$ cat src/rtl/atan2_front_pkg.sv
package atan2_front_pkg;
  localparam int EXP_W  = 8;
  localparam int FRAC_W = 23;
  localparam int WORD_W = 1 + EXP_W + FRAC_W;
  localparam int SIGN_B = WORD_W - 1;

  typedef logic [WORD_W-1:0] word_t;

  typedef enum logic [1:0] {CLS_FIN, CLS_ZERO, CLS_INF, CLS_NAN} cls_e;

  typedef enum logic [2:0] {
    PICK_X, PICK_Y, PICK_ZERO, PICK_QUARTER, PICK_HALF, PICK_THREEQ, PICK_FULL
  } pick_e;

  typedef struct packed {
    logic  fire;
    logic  toCore;
    pick_e pick;
  } strobe_t;

  localparam word_t RAD_QUARTER = 32'h3F490FDB;
  localparam word_t RAD_HALF    = 32'h3FC90FDB;
  localparam word_t RAD_THREEQ  = 32'h4016CBE4;
  localparam word_t RAD_FULL    = 32'h40490FDB;
  localparam word_t TURN_QUARTER = 32'h3E800000;
  localparam word_t TURN_HALF    = 32'h3F000000;
  localparam word_t TURN_THREEQ  = 32'h3F400000;
  localparam word_t TURN_FULL    = 32'h3F800000;

  function automatic cls_e classify(word_t w);
    logic expOnes;
    logic fracZero;
    logic expZero;
    expOnes  = &w[WORD_W-2:FRAC_W];
    expZero  = ~|w[WORD_W-2:FRAC_W];
    fracZero = ~|w[FRAC_W-1:0];
    if (expOnes && !fracZero)      return CLS_NAN;
    else if (expOnes)              return CLS_INF;
    else if (expZero && fracZero)  return CLS_ZERO;
    else                           return CLS_FIN;
  endfunction
endpackage

$ cat src/rtl/atan2_front_ctrl.sv
module atan2_front_ctrl
  import atan2_front_pkg::*;
(
  input  logic    clk,
  input  logic    rst_n,
  input  logic    inValid,
  input  word_t   inY,
  input  word_t   inX,
  output strobe_t strobe
);
  word_t operand [2];
  cls_e  opClass [2];

  assign operand[0] = inY;
  assign operand[1] = inX;

  generate
    for (genvar g = 0; g < 2; g++) begin : g_cls
      assign opClass[g] = classify(operand[g]);
    end
  endgenerate

  cls_e yCls, xCls;
  logic xNeg;
  assign yCls = opClass[0];
  assign xCls = opClass[1];
  assign xNeg = inX[SIGN_B];

  always_comb begin
    strobe.fire   = inValid;
    strobe.toCore = 1'b0;
    strobe.pick   = PICK_ZERO;
    if (xCls == CLS_NAN)                         strobe.pick = PICK_X;
    else if (yCls == CLS_NAN)                    strobe.pick = PICK_Y;
    else if (xCls == CLS_INF && !xNeg)           strobe.pick = (yCls == CLS_INF) ? PICK_QUARTER : PICK_ZERO;
    else if (xCls == CLS_INF)                    strobe.pick = (yCls == CLS_INF) ? PICK_THREEQ : PICK_FULL;
    else if (yCls == CLS_INF)                    strobe.pick = PICK_HALF;
    else if (xCls == CLS_ZERO && yCls != CLS_ZERO) strobe.pick = PICK_HALF;
    else if (yCls == CLS_ZERO)                   strobe.pick = xNeg ? PICK_FULL : PICK_ZERO;
    else                                         strobe.toCore = 1'b1;
  end

  // a zero y with an ordinary x picks zero or pi by the sign of x
  assert_zero_y_R7: assert property (@(posedge clk) disable iff (!rst_n)
    (inValid && yCls == CLS_ZERO && (xCls == CLS_FIN || xCls == CLS_ZERO))
      |-> (strobe.pick == (xNeg ? PICK_FULL : PICK_ZERO)) && !strobe.toCore);

  // only a pair of finite nonzero operands goes to the core
  assert_core_only_R8: assert property (@(posedge clk) disable iff (!rst_n)
    strobe.toCore |-> (xCls == CLS_FIN && yCls == CLS_FIN));
endmodule

$ cat src/rtl/atan2_front_dp.sv
module atan2_front_dp
  import atan2_front_pkg::*;
(
  input  logic    clk,
  input  logic    rst_n,
  input  strobe_t strobe,
  input  logic    piScale,
  input  word_t   inY,
  input  word_t   inX,
  output logic    resValid,
  output word_t   outResult,
  output logic    dispValid,
  output word_t   dispY,
  output word_t   dispX,
  output logic    dispPi
);
  word_t mag;
  word_t resolved;

  always_comb begin
    unique case (strobe.pick)
      PICK_QUARTER: mag = piScale ? TURN_QUARTER : RAD_QUARTER;
      PICK_HALF:    mag = piScale ? TURN_HALF    : RAD_HALF;
      PICK_THREEQ:  mag = piScale ? TURN_THREEQ  : RAD_THREEQ;
      PICK_FULL:    mag = piScale ? TURN_FULL    : RAD_FULL;
      default:      mag = '0;
    endcase
    if (strobe.pick == PICK_X)      resolved = inX;
    else if (strobe.pick == PICK_Y) resolved = inY;
    else                            resolved = {inY[SIGN_B], mag[SIGN_B-1:0]};
  end

  always_ff @(posedge clk) begin
    if (!rst_n) begin
      resValid  <= 1'b0;
      dispValid <= 1'b0;
      outResult <= '0;
      dispY     <= '0;
      dispX     <= '0;
      dispPi    <= 1'b0;
    end else begin
      resValid  <= strobe.fire && !strobe.toCore;
      dispValid <= strobe.fire && strobe.toCore;
      if (strobe.fire && !strobe.toCore) outResult <= resolved;
      if (strobe.fire && strobe.toCore) begin
        dispY  <= inY;
        dispX  <= inX;
        dispPi <= piScale;
      end
    end
  end

  assert_one_out_R10: assert property (@(posedge clk) disable iff (!rst_n)
    $onehot0({resValid, dispValid}));

  assert_latency_R10: assert property (@(posedge clk) disable iff (!rst_n)
    strobe.fire |=> (resValid || dispValid));

  assert_idle_R10: assert property (@(posedge clk) disable iff (!rst_n)
    !strobe.fire |=> !(resValid || dispValid));

  assert_nan_x_R1: assert property (@(posedge clk) disable iff (!rst_n)
    (strobe.fire && classify(inX) == CLS_NAN) |=> (resValid && outResult == $past(inX)));

  assert_nan_y_R2: assert property (@(posedge clk) disable iff (!rst_n)
    (strobe.fire && classify(inX) != CLS_NAN && classify(inY) == CLS_NAN)
      |=> (resValid && outResult == $past(inY)));

  // every non-NaN constant carries the sign of y
  assert_sign_y_R6: assert property (@(posedge clk) disable iff (!rst_n)
    (strobe.fire && classify(inX) != CLS_NAN && classify(inY) != CLS_NAN)
      |=> (dispValid || outResult[SIGN_B] == $past(inY[SIGN_B])));

  assert_disp_ops_R8: assert property (@(posedge clk) disable iff (!rst_n)
    (strobe.fire && strobe.toCore)
      |=> (dispY == $past(inY) && dispX == $past(inX) && dispPi == $past(piScale)));

  assert_scaled_R9: assert property (@(posedge clk) disable iff (!rst_n)
    (strobe.fire && piScale && strobe.pick == PICK_FULL)
      |=> (outResult[SIGN_B-1:0] == TURN_FULL[SIGN_B-1:0]));
endmodule

$ cat src/rtl/atan2_front.sv
module atan2_front
  import atan2_front_pkg::*;
(
  input  logic        clk,
  input  logic        rst_n,
  input  logic        inValid,
  input  logic        piScale,
  input  logic [31:0] inY,
  input  logic [31:0] inX,
  output logic        resValid,
  output logic [31:0] outResult,
  output logic        dispValid,
  output logic [31:0] dispY,
  output logic [31:0] dispX,
  output logic        dispPi
);
  strobe_t strobe;

  atan2_front_ctrl u_ctrl (
    .clk(clk), .rst_n(rst_n), .inValid(inValid),
    .inY(inY), .inX(inX), .strobe(strobe)
  );

  atan2_front_dp u_dp (
    .clk(clk), .rst_n(rst_n), .strobe(strobe), .piScale(piScale),
    .inY(inY), .inX(inX),
    .resValid(resValid), .outResult(outResult),
    .dispValid(dispValid), .dispY(dispY), .dispX(dispX), .dispPi(dispPi)
  );
endmodule

$ cat config.mk
export PLATFORM = sky130hd
export DESIGN_NAME = atan2_front
export DESIGN_NICKNAME = d
export VERILOG_FILES = /design/src/rtl/atan2_front_pkg.sv /design/src/rtl/atan2_front_ctrl.sv /design/src/rtl/atan2_front_dp.sv /design/src/rtl/atan2_front.sv
export SDC_FILE = /design/constraint.sdc
export NUM_CORES = 1
export LEC_CHECK = 0
export BUFFER_PORTS_ARGS = -buffer_cell sky130_fd_sc_hd__buf_4
export CORE_MARGIN = 2
export CORE_UTILIZATION = 45
export CTS_BUF_LIST = sky130_fd_sc_hd__clkbuf_8
export CTS_CLUSTER_SIZE = 25
export DETAILED_ROUTE_END_ITERATION = 12
export PLACE_DENSITY = 0.89
export SLEW_MARGIN = 20
export SYNTH_ARGS = -nofsm -noshare
export SYNTH_HDL_FRONTEND = slang
export SYNTH_SLANG_ARGS = --single-unit
export TNS_END_PERCENT = 100
$ cat constraint.sdc
create_clock -name clk -period 2 [get_ports clk]
set_input_delay 0.2 -clock clk [delete_from_list [all_inputs] [get_ports clk]]
set_output_delay 0.2 -clock clk [all_outputs]
set_load 0.01 [all_outputs]
==> out/results.ini <==
[sta]
post-route-period-util=0.957
whs_ps=94.6
tightestPinTransition_ps=688
maxSlewHeadroom=0.537
fmax_ghz=0.522
fin_crit_ps=1910
report.final.slew_viol_count=0
skew_ps=0
hold_viol=0
setup_viol=0

[cells_and_area]
syn_to_final_growth_pct=55.6
final_cells=880
layout.nets=833
final_common_cell=buf_4
stdcell_area_um2=6540
diodes=0
layout_common_cells=257 x buf_4, 154 x nand2_1, 99 x dfxtp_1
layout-drive-gt1-share=0.406
utilization=0.714

[die]
dieArea_um2=10100
core_area_um2=9150
ios=167
initial_core_util=0.459
die_w_um=101
die_h_um=101
placement_rows=35

[setup_path]
critPathMaxStageDelay_ps=460
cpMaxStageDelayCell=nor4_2
crit_fanout=9
start_kind=input port
worstPathArrival_ps=2140
path_class=input port to flop
critPathRequiredTime_ps=2230
rrSetupSlack_ps=1230
reg2reg_to=u_dp.outResult[12]$_SDFFE_PN0P_
reg2regPathDepth=3
timing.rr.start=u_dp.outResult[12]$_SDFFE_PN0P_
cpMostUsedCell=buf_4
cp_cell_sequence=buf_4 > nor4_2 > nand4_4 > nor3_4 > buf_4 > nor4_4 > and2_2 > buf_4 > nand2_1 > a21oi_1
cp-end-kind=flop

[power_and_ir_drop]
p_clk_frac=0.324
p_comb_frac=0.158
p_seq_frac=0.518
cellPowerDensity_nw_per_um2=617
leakage_uw=0.00286
worst_ir_drop_vdd_mv=0.391
power_switching_uw=1080
p_sw_frac=0.267
p_int_uw=2960

[routing]
via_per_inst=5.50
wire_per_inst_um=17.2
routed_wl_um=15100
remaining_drc_errors=0
vias=4844
antenna_left=0
first_pass_iters=7
drt_iter0_drc=281

[yosys]
synth_compound_area_frac=0.211
synth_top_family_by_area=simple AND/OR/NAND/NOR gates
synth.yosys.warnings=0
synthCells=526
synthDistinctLibCells=44
postSynthNetCount=594
muxShareOfSynthArea=0.00953
ys_ff_latch=99
ys_seq_area_frac=0.472
synthXorXnorAreaFrac=0
synthSimpleGateAreaFrac=0.263
syn_avg_cell_area_um2=7.99
synth-adder-area-share=0
synth_area_um2=4200

[hold_path]
worstHoldPathType=input port to flop
min_from=inY[31]
hold_path_depth=3
min_to=u_dp.dispY[31]$_SDFFE_PN0P_

[clock_tree]
hold_buffers=0
clock-root-buffer=clkbuf_8
cts_buffer_depth=2
cts.htree.levels=3
clkTransAtPathRegs_ps=100
clock_sinks=99
cts-buffers-inserted=9
clk_latency_ps=350
tritoncts=yes

[status]
outcome=finished, final reports clean

[global_route]
grt_max_degree=44
top_usage_layer=met2
grt_pass1_wl_um=22800
grt_pass1_vias=4571
grt_usage=0.287
grt_antenna_before_repair=0
use_met3=0.0395
grt_overflow=0
gr-usage-met1=0.381
met2_usage=0.479

[placed_design]
gp_congestion=0.962
place_area_um2=6240
placed_cells=862
io_buffers=166
hpwl_um=11700

[flow_run]
maxCapViolCount=0

layer usage:
| metal | part of all wire | routed length (µm) | vias up |
|---|---|---|---|
| li1 | - | - | 2309 |
| met1 | 0.43 | 6450 | 2282 |
| met2 | 0.49 | 7380 | 230 |
| met3 | 0.067 | 1020 | 23 |
| met4 | 0.019 | 286 | 0 |
| met5 | 0 | 0 | - |
cell usage after synthesis, drive strengths merged:
library cell  instances  share of area
nand2               156           0.14
a2111oi               1         0.0021
o21bai                1         0.0018
inv                   7         0.0063
o31ai                 2         0.0068
o41a                  1         0.0027
a21oi                77          0.094
nand3                 1         0.0024
a41o                  1         0.0024
dfxtp                99           0.47
o22a                  3         0.0063
a32oi                 2         0.0042
clkbuf               18          0.016
buf                  19          0.022
mux2i                 4         0.0095
a31oi                14          0.021
a21boi                1         0.0027
o211ai                2         0.0036
or2                   4         0.0060
a211oi                2         0.0036
and2                 10          0.015
a311oi                3         0.0063
nand4                 7          0.013
nor2                 25          0.022
nor4                 18          0.041
nor3                 10          0.018
and4                  1         0.0021
o21ai                23          0.029
nor2b                 1         0.0015
or3                   1         0.0015
o221ai               12          0.025
worst max-delay path, delay by kind of cell:
family,cells,cell delay [ps]
AO/OA/AOI/OAI,1,60
buffers and inverters,3,480
AND/OR/NAND/NOR,6,1390
worst max path at each step:
stage / from / depth (start not counted) / endpoint
2_1_floorplan: inX[17] / 8 / u_dp.outResult[25]$_SDFFE_PN0P_
3_3_place_gp: inY[22] / 10 / u_dp.dispX[8]$_SDFFE_PN0P_
3_5_place_dp: inY[22] / 9 / u_dp.outResult[12]$_SDFFE_PN0P_
4_1_cts: inY[22] / 9 / u_dp.outResult[12]$_SDFFE_PN0P_
5_1_grt: inX[0] / 10 / u_dp.dispX[6]$_SDFFE_PN0P_
6_report: inX[0] / 10 / u_dp.dispX[9]$_SDFFE_PN0P_
area by class of cell:
cell class,count,area [µm²]
multi-input combinational,383,2100
sequential,99,1980
timing repair buffer,265,2090
fill,702,2610
clock buffer,9,124
tap,111,139
clock inverter,6,71.3
inverter,7,26.3
stage by stage:
step	setup WS, ps	total power, µW	TNS (ps)
6_report	85.3	4030	0
3_5_place_dp	-320	2760	-23990
2_1_floorplan	128	2340	0
3_3_place_gp	-277	2740	-22710
4_1_cts	64.0	4030	0
5_1_grt	-12.6	4180	-58.5
state kept, by name, summed over array words and instances (netlist names):
| signal | count |
|---|---|
| u_dp.dispPi | 1 |
| u_dp.dispX | 32 |
| u_dp.dispY | 32 |
| u_dp.outResult | 32 |
| u_dp.dispValid | 1 |
| u_dp.resValid | 1 |
repair_timing:
item	4_1_cts	5_1_grt
endpoints found under the hold margin	0	0
resized for setup	0	10
setup endpoints to repair	0	59
setup buffers	0	2
cell families (layout without fill, tap and decap cells):
group           count (synthesis)  in the layout
compound gates                145            145
mux                             4              4
buf+inv                        44            287
flops                          99             99
simple gates                  234            234
power by group through the flow:
stage,clock network (µW),registers [µW],logic (µW)
finish,1310,2090,639
global route,1400,2100,687
CTS,1320,2090,627
detailed placement,0,2130,625
global placement,0,2130,608
floorplan,0,2160,173
No activity file was read; power rests on OpenSTA's default activity.
